==> src/rtl/norm_div_pkg.sv <==
package norm_div_pkg;
  typedef enum logic {
    ST_IDLE = 1'b0,
    ST_RUN  = 1'b1
  } div_state_e;
endpackage

==> src/rtl/div_lzc.sv <==
module div_lzc #(
  parameter int W = 32
) (
  input  logic [W-1:0]       x_i,
  output logic [$clog2(W):0] cnt_o
);
  localparam int CW = $clog2(W) + 1;

  // highest set bit wins; zero input reports W
  always_comb begin
    cnt_o = CW'(W);
    for (int i = 0; i < W; i++) begin
      if (x_i[i]) cnt_o = CW'(W - 1 - i);
    end
  end
endmodule

==> src/rtl/div_norm.sv <==
module div_norm #(
  parameter int W = 32
) (
  input  logic [W-1:0]       x_i,
  output logic [W-1:0]       norm_o,
  output logic [$clog2(W):0] lz_o
);
  localparam int CW = $clog2(W) + 1;

  div_lzc #(.W(W)) u_lzc (
    .x_i  (x_i),
    .cnt_o(lz_o)
  );

  assign norm_o = x_i << lz_o;

  always_comb begin
    if (x_i != '0) begin

      norm_msb_chk: assert (norm_o[W-1]);
    end else begin

      lz_zero_chk: assert (lz_o == CW'(W));
    end
  end
endmodule

==> src/rtl/div_step.sv <==
module div_step #(
  parameter int W = 32
) (
  input  logic [W:0]   rem_i,
  input  logic [W-1:0] div_i,
  output logic         bit_o,
  output logic [W:0]   rem_o
);
  assign bit_o = (rem_i >= {1'b0, div_i});
  assign rem_o = bit_o ? (rem_i - {1'b0, div_i}) : rem_i;
endmodule

==> src/rtl/norm_div.sv <==
module norm_div
  import norm_div_pkg::*;
#(
  parameter int W = 32
) (
  input  logic         clk_i,
  input  logic         rst_ni,
  input  logic         start_i,
  input  logic [W-1:0] dividend_i,
  input  logic [W-1:0] divisor_i,
  output logic         busy_o,
  output logic         done_o,
  output logic         dbz_o,
  output logic [W-1:0] quo_o,
  output logic [W-1:0] rem_o
);
  localparam int CW = $clog2(W) + 1;
  localparam logic [CW-1:0] LAST = CW'(W - 1);

  div_state_e state_q;
  logic [W:0]    rem_r;
  logic [W-1:0]  div_r, q_r, hold_r, a_r;
  logic [CW-1:0] cnt_r, m_r, lzb_r;
  logic          neg_r;

  logic [W-1:0]   a_norm, b_norm;
  logic [CW-1:0]  lz_a, lz_b;
  logic signed [CW:0] m_s;

  div_norm #(.W(W)) u_norm_a (.x_i(dividend_i), .norm_o(a_norm), .lz_o(lz_a));
  div_norm #(.W(W)) u_norm_b (.x_i(divisor_i),  .norm_o(b_norm), .lz_o(lz_b));

  // alignment between operands; negative means dividend < divisor
  assign m_s = $signed({1'b0, lz_b}) - $signed({1'b0, lz_a});

  logic         q_bit;
  logic [W:0]   rem_nx;
  logic [W-1:0] q_nx, hold_nx;

  div_step #(.W(W)) u_step (
    .rem_i(rem_r),
    .div_i(div_r),
    .bit_o(q_bit),
    .rem_o(rem_nx)
  );

  assign q_nx    = {q_r[W-2:0], q_bit};
  // partial remainder at step m is the scaled integer remainder
  assign hold_nx = (cnt_r == m_r) ? rem_nx[W-1:0] : hold_r;
  assign busy_o  = (state_q == ST_RUN);

  always_ff @(posedge clk_i or negedge rst_ni) begin
    if (!rst_ni) begin
      state_q <= ST_IDLE;
      rem_r   <= '0;
      div_r   <= '0;
      q_r     <= '0;
      hold_r  <= '0;
      a_r     <= '0;
      cnt_r   <= '0;
      m_r     <= '0;
      lzb_r   <= '0;
      neg_r   <= 1'b0;
      done_o  <= 1'b0;
      dbz_o   <= 1'b0;
      quo_o   <= '0;
      rem_o   <= '0;
    end else begin
      done_o <= 1'b0;
      case (state_q)
        ST_IDLE: begin
          if (start_i) begin
            if (divisor_i == '0) begin
              done_o <= 1'b1;
              dbz_o  <= 1'b1;
              quo_o  <= '1;
              rem_o  <= dividend_i;
            end else begin
              rem_r   <= {1'b0, a_norm};
              div_r   <= b_norm;
              q_r     <= '0;
              hold_r  <= '0;
              a_r     <= dividend_i;
              cnt_r   <= '0;
              m_r     <= m_s[CW-1:0];
              neg_r   <= m_s[CW];
              lzb_r   <= lz_b;
              state_q <= ST_RUN;
            end
          end
        end
        ST_RUN: begin
          rem_r  <= {rem_nx[W-1:0], 1'b0};
          q_r    <= q_nx;
          hold_r <= hold_nx;
          cnt_r  <= cnt_r + 1'b1;
          if (cnt_r == LAST) begin
            state_q <= ST_IDLE;
            done_o  <= 1'b1;
            dbz_o   <= 1'b0;
            quo_o   <= neg_r ? '0  : (q_nx >> (LAST - m_r));
            rem_o   <= neg_r ? a_r : (hold_nx >> lzb_r);
          end
        end
        default: state_q <= ST_IDLE;
      endcase
    end
  end

  // checker state: cycles since accepted start, divisor captured at start
  logic [CW:0]  lat_q;
  logic [W-1:0] b_chk;
  always_ff @(posedge clk_i or negedge rst_ni) begin
    if (!rst_ni) begin
      lat_q <= '0;
      b_chk <= '0;
    end else if (!busy_o && start_i && divisor_i != '0) begin
      lat_q <= (CW+1)'(1);
      b_chk <= divisor_i;
    end else if (busy_o) begin
      lat_q <= lat_q + 1'b1;
    end
  end


  latency_chk: assert property (@(posedge clk_i) disable iff (!rst_ni)
    (done_o && !dbz_o) |-> (lat_q == (CW+1)'(W + 1)));

  done_no_busy_chk: assert property (@(posedge clk_i) disable iff (!rst_ni)
    done_o |-> !busy_o);

  rem_below_div_chk: assert property (@(posedge clk_i) disable iff (!rst_ni)
    (done_o && !dbz_o) |-> (rem_o < b_chk));

  dbz_ones_chk: assert property (@(posedge clk_i) disable iff (!rst_ni)
    dbz_o |-> (quo_o == '1));

  busy_hold_chk: assert property (@(posedge clk_i) disable iff (!rst_ni)
    (busy_o && cnt_r != LAST) |=> busy_o);

  done_pulse_chk: assert property (@(posedge clk_i) disable iff (!rst_ni)
    (done_o && !(start_i && divisor_i == '0)) |=> !done_o);
endmodule

==> config.mk <==
export PLATFORM = sky130hd
export DESIGN_NAME = norm_div
export DESIGN_NICKNAME = d
export VERILOG_FILES = /design/src/rtl/norm_div_pkg.sv /design/src/rtl/div_lzc.sv /design/src/rtl/div_norm.sv /design/src/rtl/div_step.sv /design/src/rtl/norm_div.sv
export SDC_FILE = /design/constraint.sdc
export NUM_CORES = 1
export LEC_CHECK = 0
export ABC_AREA = 1
export BUFFER_PORTS_ARGS = -buffer_cell sky130_fd_sc_hd__buf_2
export CAP_MARGIN = 20
export CORE_MARGIN = 1.5
export CORE_UTILIZATION = 51
export CTS_CLUSTER_DIAMETER = 200
export DETAILED_ROUTE_END_ITERATION = 16
export GPL_TIMING_DRIVEN = 1
export PLACE_DENSITY_LB_ADDON = 0.05
export SLEW_MARGIN = 30
export SYNTH_ARGS = -nofsm -noshare
export SYNTH_HDL_FRONTEND = slang
export SYNTH_HIERARCHICAL = 1
export SYNTH_SLANG_ARGS = --single-unit
==> constraint.sdc <==
create_clock -name clk_i -period 3.1 [get_ports clk_i]
set_input_delay 0.465 -clock clk_i [delete_from_list [all_inputs] [get_ports clk_i]]
set_output_delay 0.465 -clock clk_i [all_outputs]
set_load 0.01 [all_outputs]
# ---- After elaboration in Yosys (flattened, before gate mapping)
# Index checks and enable logic that the tools add are counted.
dict set report word_totals {
  regBits 246
  elab_cells 133
  out_inout_bits 67
}
dict set report op_classes {
  magnitude_cmp 1
  n_reduce_logical 4
  bitwise 2
  shift 4
  n_addsub 4
  n_eq_ne 6
  muxes 98
}
# cell count
set op_table {}
lappend op_table {{$mux 6} 66}
lappend op_table {{$mux 32} 12}
lappend op_table {{$pmux 32 s2} 3}
lappend op_table {{$mux 33} 2}
lappend op_table {{$pmux 33 s2} 1}
lappend op_table {{$shl 32x6->32} 2}
lappend op_table {{$shr 32x6->32} 2}
lappend op_table {{$pmux 31 s2} 1}
lappend op_table {{$ge 33x32->1} 1}
lappend op_table {{$logic_not 32->1} 1}
lappend op_table {{$sub 32x32->32} 1}
lappend op_table {{$pmux 6 s2} 1}
lappend op_table {{$mux 1} 9}
lappend op_table {{$sub 6x6->7} 1}
lappend op_table {{$add 6x1->6 const B} 1}
lappend op_table {{$eq 6x5->1 const B} 1}
lappend op_table {{$eq 6x6->1} 1}
lappend op_table {{$ne 2x2->1 const B} 3}
lappend op_table {{$pmux 1 s2} 3}
lappend op_table {{$reduce_and 3->1} 2}
lappend op_table {{$sub 5x6->6 const A} 1}
lappend op_table {{$ne 2x1->1 const B} 1}
lappend op_table {{$not 1->1} 2}
lappend op_table {{$reduce_and 2->1} 1}

# ---- Depth between registers and ports, before layout
# Gate-level depths: netlist of the first run.
dict set report depth {
  word_depth 36
  depth_mapped 41
}

# ---- Cells and area by module
# Netlist of the first run, hierarchy kept.
# module seq_area_each_um2 cells_each area_each_um2 n_inst
set by_module_without_submodules {}
lappend by_module_without_submodules {norm_div 6155.9 1925 13903.3 1}
lappend by_module_without_submodules {div_step 0.0 679 3310.7 1}
lappend by_module_without_submodules {div_norm 0.0 350 1590.3 2}
lappend by_module_without_submodules {div_lzc 0.0 110 449.2 2}

# ---- Worst setup path before layout of the first run
# OpenSTA, ideal clock, no wires.
dict set report synth_path {
  kind {input to register}
  startpoint {in divisor_i[1]}
  endpoint {reg neg_r}
  required_time_ps 2969
  cell_stages 38
  setup_time_ps 131
  setup_slack_ps -126
  t_arrival_ps 3095
  path_buffers 0
  path_cell_list {inv_1 -> nand2_1 -> nand2_1 -> nand2_1 -> nand2_1 -> nand2_1 -> nand2_1 -> nand2_1 -> nand2_1 -> nand2_1 -> nand2_1 -> nand2_1 -> nand2_1 -> nand2_1 -> nand2_1 -> nand2_1 -> nand2_1 -> nand2_1 -> [2 not listed] -> nand2_1 -> nand2_1 -> nand2_1 -> nand2_1 -> nand2_1 -> nand2_1 -> nand2_1 -> nand2_1 -> nand2_1 -> nand2_1 -> a21oi_2 -> inv_1 -> ha_1 -> fa_1 -> o21ai_0 -> nand2_1 -> a21boi_0 -> o31ai_1}
}
dict set report synth_between {
  elab_chain_len 32
  elab_cells_between_ends 35
  cone_classes {add/sub (1); mux (31); bitwise (1); reduce/logical (2)}
}
# item line_no
set synth_lines {}
lappend synth_lines {{from (decl)} norm_div.sv:10} ;# input logic [W-1:0] divisor_i,
lappend synth_lines {{$mux 6 (31 in series)} div_lzc.sv:13} ;# if (x_i[i]) cnt_o = CW'(W - 1 - i);
lappend synth_lines {{named net lz_b[0]} norm_div.sv:27} ;# logic [CW-1:0] lz_a, lz_b;
lappend synth_lines {{$sub 6x6->7} norm_div.sv:34} ;# assign m_s = $signed({1'b0, lz_b}) - $signed({1'b0, lz_a});
lappend synth_lines {{to (signal assigned)} norm_div.sv:86} ;# neg_r <= m_s[CW];
lappend synth_lines {{to (decl)} norm_div.sv:24} ;# logic neg_r;
# The timed path passes the listed nets, and every way through them passes these cells.
# A chain may end at the register's enable or synchronous reset.

# ---- Worst setup path after layout of the first run
dict set report layout_path {
  startpoint {reg div_r[16]}
  endpoint {reg rem_o[2]}
}
dict set report layout_between {
  elab_chain_len 7
  elab_cells_between_ends 8
  cone_classes {add/sub (1); order compare (1); shift (1); mux (5)}
}
# item line_no
set layout_lines {}
lappend layout_lines {{from (decl)} norm_div.sv:22} ;# logic [W-1:0] div_r, q_r, hold_r, a_r;
lappend layout_lines {{from (signal assigned)} norm_div.sv:80} ;# div_r <= b_norm;
lappend layout_lines {{$sub 32x32->32 or $ge 33x32->1 (tied branches)} {div_step.sv:10, div_step.sv:9}}
lappend layout_lines {{$mux 32 *} div_step.sv:10} ;# assign rem_o = bit_o ? (rem_i - {1'b0, div_i}) : rem_i;
lappend layout_lines {{named net rem_nx[19]} norm_div.sv:37} ;# logic [W:0] rem_nx;
lappend layout_lines {{$mux 32 *} norm_div.sv:49} ;# assign hold_nx = (cnt_r == m_r) ? rem_nx[W-1:0] : hold_r;
lappend layout_lines {{$shr 32x6->32 *} norm_div.sv:102} ;# rem_o <= neg_r ? a_r : (hold_nx >> lzb_r);
lappend layout_lines {{$mux 32 *} norm_div.sv:102}
lappend layout_lines {{$mux 32 *} norm_div.sv:97} ;# if (cnt_r == LAST) begin
lappend layout_lines {{$pmux 32 s2 *} norm_div.sv:70} ;# case (state_q)
lappend layout_lines {{to (signal assigned)} norm_div.sv:77} ;# rem_o <= dividend_i;
lappend layout_lines {{to (signal assigned)} norm_div.sv:102}
lappend layout_lines {{to (decl)} norm_div.sv:15} ;# output logic [W-1:0] rem_o
# The timed path passes the listed nets; every way through them passes the cells marked *. The select of a mux whose other input is x is not followed.

==> flow_summary.ini, run 1 <==
[drt]
first_pass_iters = 6
drt_first_iter_violations = 3649
drc_errors = 0
post_drt_via_cell_ratio = 6.08
ant_nets = 0
routed-via-count = 27000
routed_wl_um = 92300
wire_per_inst_um = 20.8

[clocking]
clk_path_buf_depth = 3
cts_tree = yes
clock_latency_ps = 580
path_clk_slew_ps = 60
clock-root-buffer = clkbuf_16
cts_max_level = 1
clock_sinks = 246
cts_buffers = 29

[timing]
finalSetupViolCount = 54
max_freq_ghz = 0.286
fin_skew_ps = 19.2
tightest_slew_ps = 1040
rsz0062_at_grt = true
setup_ws_ps = -394
fin_crit_sh = 1.13
max_slew_margin = 0.303
slew_violations = 0
final_hold_viol_count = 0
period_minus_slack_ps = 3490

[worst_setup_path]
r2r_start = div_r[16]
r2r_end = rem_o[2]
cp_data_required_time_ps = 3600
crit_type = flip-flop to flip-flop
arrival_ps = 3990
r2r_setup_slack_ps = -390
end_kind = flip-flop
crit_path_max_fanout = 6
reg2reg_depth = 23
start_kind = flip-flop

[global_route]
gr-total-overflow = 0
grtUsageTotal = 0.381
grt_max_degree = 74
grt_pass1_vias = 24300
antenna_found_initial = 1
grt_pass1_wl_um = 133000

[floorplan]
io_pins = 134
initial_utilization = 0.519
rows = 74
fp.coreArea_um2 = 40900
dieArea_um2 = 42900
die_h_um = 207
die_w_um = 207

[run]
maxCapViolCount = 0

[synthesis]
syn_area_um2 = 21200
synth_nets = 3619
netlist_instances = 3511
yosysWarningCount = 6
syn_area_per_cell_um2 = 6.05

[pwr]
combPwrFrac = 0.754
p_switching_mw = 20.2
power.leakage_nw = 15.7
vdd_drop_max_v = 0.000651
power_frac_seq = 0.156
p_int_mw = 18.5
cellPowerDensity_nw_per_um2 = 1220
p_clk_frac = 0.090
swShare = 0.521

[finish]
fillers = 3011
utilization = 0.774
drive_above_1_share = 0.380
area_delta_synth_final_pct = 49.1
final_nets = 4001
instances_no_fill = 4447

[placed_design]
gp_congestion = 1.05
place_hpwl_um = 61900
place_inst = 4343
port_buffers = 133

[status]
status = finished with violations
failed_checks = negative setup slack

[hold_path]
hold_end = a_r[27]
min_path_type = primary input to flip-flop
min_delay_path_depth = 3
hold_start = dividend_i[27]
final cells by class:
| cell class | count | area [um^2] | area share |
|---|---|---|---|
| multi-input cells | 2652 | 17900 | 0.566 |
| flip-flops and latches | 246 | 6160 | 0.195 |
| clock inverters | 9 | 106 | 0.00336 |
| well taps | 532 | 666 | 0.0210 |
| diodes | 2 | 5.00 | 0.000158 |
| repair inverters | 1 | 11.3 | 0.000356 |
| inverters | 424 | 1630 | 0.0516 |
| repair buffers | 539 | 4300 | 0.136 |
| clock buffers | 42 | 845 | 0.0267 |
what timing repair did:
item,in CTS,in global routing
buffers inserted,13,31
endpoints found under the setup margin,36,103
hold buffers,1,0
hold endpoints to repair,69,0
gates cloned,4,8
gates resized for setup,259,907
pin swaps,57,385
through the flow:
step | setup TNS, ps | power [mW] | instance area, um^2 | hold WS, ps | setup WS, ps
finish | -10630 | 38.7 | 31700 | 222 | -394
global route | -28680 | 41.1 | 31700 | 230 | -508
CTS | -6300 | 34.8 | 27000 | 200 | -268
detailed placement | -45690 | 28.7 | 24600 | 458 | -635
global placement | -39800 | 28.2 | 24600 | 457 | -530
floorplan | 0 | 19.0 | 21200 | 169 | 26.5
flip-flops by register name, summed over array words and instances, names as in the netlist, 6 cells and up:
register	cells
rem_r	33
a_r	32
div_r	32
hold_r	32
quo_o	32
rem_o	32
q_r	31
cnt_r	6
lzb_r	6
m_r	6
worst max path at each step:
stage	from	end	cells past startpoint
after floorplan	divisor_i[1]	neg_r	38
after global placement	div_r[24]	rem_o[8]	22
after detailed placement	dividend_i[1]	m_r[2]	40
after CTS	div_r[3]	rem_o[18]	23
after global routing	div_r[3]	rem_o[4]	24
final	div_r[16]	rem_o[2]	23
cells in the final DEF (no fill, tap or decap), drive strengths merged, types with 4 or more instances in the layout:
| cell | n |
|---|---|
| nand2 | 1149 |
| nand3 | 672 |
| buf | 532 |
| inv | 416 |
| dfrtp | 246 |
| o21ai | 230 |
| nor2 | 214 |
| o22ai | 87 |
| a21oi | 66 |
| clkbuf | 48 |
| nand4 | 42 |
| ha | 39 |
| nor3 | 24 |
| xor2 | 17 |
| clkinv | 16 |
| nor4 | 14 |
| mux2i | 14 |
| o211ai | 11 |
| or2 | 11 |
| a22o | 10 |
| and2 | 10 |
| nand3b | 9 |
| o21a | 5 |
| o31ai | 4 |
power by group through the flow:
| stage | combinational, mW | clock [mW] | sequential, mW |
|---|---|---|---|
| after floorplan | 13.2 | 0 | 5.74 |
| after global placement | 22.4 | 0 | 5.85 |
| after detailed placement | 22.8 | 0 | 5.89 |
| after CTS | 25.4 | 3.50 | 5.94 |
| after global routing | 31.3 | 3.62 | 6.15 |
| final | 29.2 | 3.49 | 6.04 |
metal layers:
| layer | global-route usage | wire [um] | vias up |
|---|---|---|---|
| li1 | - | - | 12300 |
| met1 | 0.550 | 37500 | 12800 |
| met2 | 0.571 | 41000 | 1592 |
| met3 | 0.0687 | 9210 | 333 |
| met4 | 0.132 | 4560 | 0 |
| met5 | 0 | 0 | - |
critical path, stage by stage (launching register included):
cell and delay, ps:
dfrtp_1 400, inv_1 110, ha_4 320, nand2_2 70
nor2_2 140, nand2_2 110, nor2_2 100, nor3b_4 230
nor2_4 60, buf_12 140, buf_12 130, nand2_8 120
nand3_4 140, nand2_4 110, nand4_1 190, nand3_2 170
nand3_2 110, nand3_4 140, nand3_4 110, nand3_1 110
nand3_2 100, nand2_1 90, nand2_1 80, nand2_1 110
(Power assumes the default switching activity.)
==> inputs of run 2 (changes only) <==
- CTS_CLUSTER_SIZE: unset -> 28
- SETUP_SLACK_MARGIN: unset -> 0.02
- SYNTH_HIERARCHICAL: 1 -> unset
==> flow_summary.ini, run 2 <==
[synthesis]
ys_async_sr_fraction = 1.00
yosysMostFrequentCell = nand2_1
ys_types = 59
synth_top_cell_by_area = dfrtp_1
yosys-top-cells-count = nand2_1 (891), nand3_1 (506), o21ai_0 (306)
yosysWarningCount = 0
netlist_instances = 3005
ys.flop_type = dfrtp_1
synth_seq_area_share = 0.319
post-synth-top-area-fraction = 0.319
syn_area_um2 = 19300
ys_ff_latch = 246
synth.area.top_cells = dfrtp_1 (32%), nand2_1 (17%), nand3_1 (13%)
synth_nets = 3113
synth_edf_count = 0
syn_area_per_cell_um2 = 6.43

[worst_setup_path]
r2r_start = rem_r[0]
crit_type = flip-flop to flip-flop
critPathLaunch = rem_r[0]
arrival_ps = 4320
crit_path_max_fanout = 3
slowest_delay_ps = 420
cpMaxStageDelayCell = dfrtp_1
cp_data_required_time_ps = 3540
start_kind = flip-flop
end_kind = flip-flop

[timing]
fin_skew_ps = 36.5
period_minus_slack_ps = 3880
holdWs_ps = 337
setup_ws_ps = -777
slew_violations = 0
final_hold_viol_count = 0
rsz0062_at_grt = true
fin_crit_sh = 1.25
max_slew_margin = 0.336
max_freq_ghz = 0.258
finalSetupViolCount = 42
tightest_slew_ps = 995

[status]
status = finished with violations
failed_checks = negative setup slack

[clocking]
cts_max_level = 1
path_clk_slew_ps = 130
clk_path_buf_depth = 3
cts_buffers = 12
clock-root-buffer = clkbuf_16
clock_sinks = 246
cts_tree = yes
clock_latency_ps = 530

[finish]
instances_no_fill = 3961
design_area_um2 = 28000
mostFrequentLayoutCells = nand2_1 (699), buf_4 (401), o21ai_0 (254)
diodes = 0
largest_register_ffs = 33
final_nets = 3557
drive_above_1_share = 0.381
area_delta_synth_final_pct = 45.1
utilization = 0.748
final_common_cell = nand2_1
top_register = rem_r

[global_route]
grt_most_used_layer = met2
grt_pass1_wl_um = 118000
antenna_found_initial = 0
gr-total-overflow = 0
globalRouteMet2Util = 0.583
grtUsageMet1 = 0.564
grt_max_degree = 63
grt_pass1_vias = 21200
grtUsageTotal = 0.382
grtUsageMet3 = 0.0502

[drt]
routed_wl_um = 80800
routed-via-count = 23900
drc_errors = 0
drt_first_iter_violations = 2879
wire_per_inst_um = 20.4
ant_nets = 0
post_drt_via_cell_ratio = 6.04
first_pass_iters = 8

[placed_design]
gp_congestion = 0.970
place_inst = 3863
place_area_um2 = 23100
port_buffers = 133
place_hpwl_um = 56200

[floorplan]
dieArea_um2 = 39100
initial_utilization = 0.516
rows = 71
io_pins = 134
fp.coreArea_um2 = 37500
die_w_um = 198
die_h_um = 198

[pwr]
total_power_mw = 32.0
cellPowerDensity_nw_per_um2 = 1140
power.leakage_nw = 13.4
vdd_drop_max_v = 0.000662

[hold_path]
hold_start = dividend_i[31]
min_path_type = primary input to flip-flop

[run]
maxCapViolCount = 0
## run 2: cell types whose count changed in the layout (fill, tap and decap cells not counted), moves of 30 or more
cell     change
buf_4       +57
inv_1      -116
nand2_1    -194
nand3_2     -85
nand3_4     -61
nand4_1     -30
nor2_1      -55
o21ai_0     +70
o21ai_1     +37
o21ai_2     +35
## run 2: timing repair
item	4_1_cts	5_1_grt
hold endpoints to repair	54	0
gates cloned	3	8
resized for setup	174	713
hold buffers	1	0
buffers inserted	27	50
pin swaps	55	224
endpoints found under the setup margin	42	119
## run 2: critical path: cells and delay by family, from the launching register on
family / cells / cell delay [ps]
flip-flops: 1 / 420
buffers and inverters: 2 / 120
adder cells (fa/ha/maj): 2 / 510
XOR/XNOR: 1 / 150
AO/OA/AOI/OAI: 9 / 900
AND/OR/NAND/NOR: 18 / 1700
## run 2: cell type report
class / instances / area (um^2)
sequential: 246 / 6160
tap: 511 / 639
clock buffer: 14 / 329
inverter: 289 / 1110
timing repair buffer: 600 / 4700
fill: 2975 / 9450
multi-input combinational: 2300 / 15100
clock inverter: 1 / 8.76
## run 2: path summary, 6_finish.rpt
check	slack (ps)	end	depth (start not counted)
max	-780	rem_o[18]	32
min	340	a_r[31]	3
max reg2reg	-780	rem_o[18]	32
min reg2reg	500	a_r[28]	2
max in group asynchronous	1710	rem_o[8]	3
min in group asynchronous	480	div_r[31]	2
## run 2: where the power goes
part           total [mW]  switching (mW)  internal [mW]
registers            5.87            1.08           4.79
logic                24.2            13.9           10.4
clock network        1.91            1.14          0.771
total                32.0            16.1           15.9
## run 2: cell families after synthesis
group                    Yosys count  synth area share
adder cells (fa/ha/maj)           41            0.0273
flip-flops                       246             0.319
buffers and inverters            462            0.0958
XOR/XNOR                          36            0.0163
multiplexers                      27            0.0140
AO/OA/AOI/OAI                    591             0.172
AND/OR/NAND/NOR                 1602             0.356
## run 2: layer usage
layer | wire, um | part of all wire
met1 | 34300 | 0.43
met2 | 36000 | 0.45
met3 | 7200 | 0.089
met4 | 3230 | 0.040
met5 | 0 | 0
## run 2: stage by stage
step	worst slack (ps)	TNS [ps]
after floorplan	-29.0	-139
after global placement	-856	-42260
after detailed placement	-870	-46860
after CTS	-617	-17470
after global routing	-988	-38260
final	-777	-21910
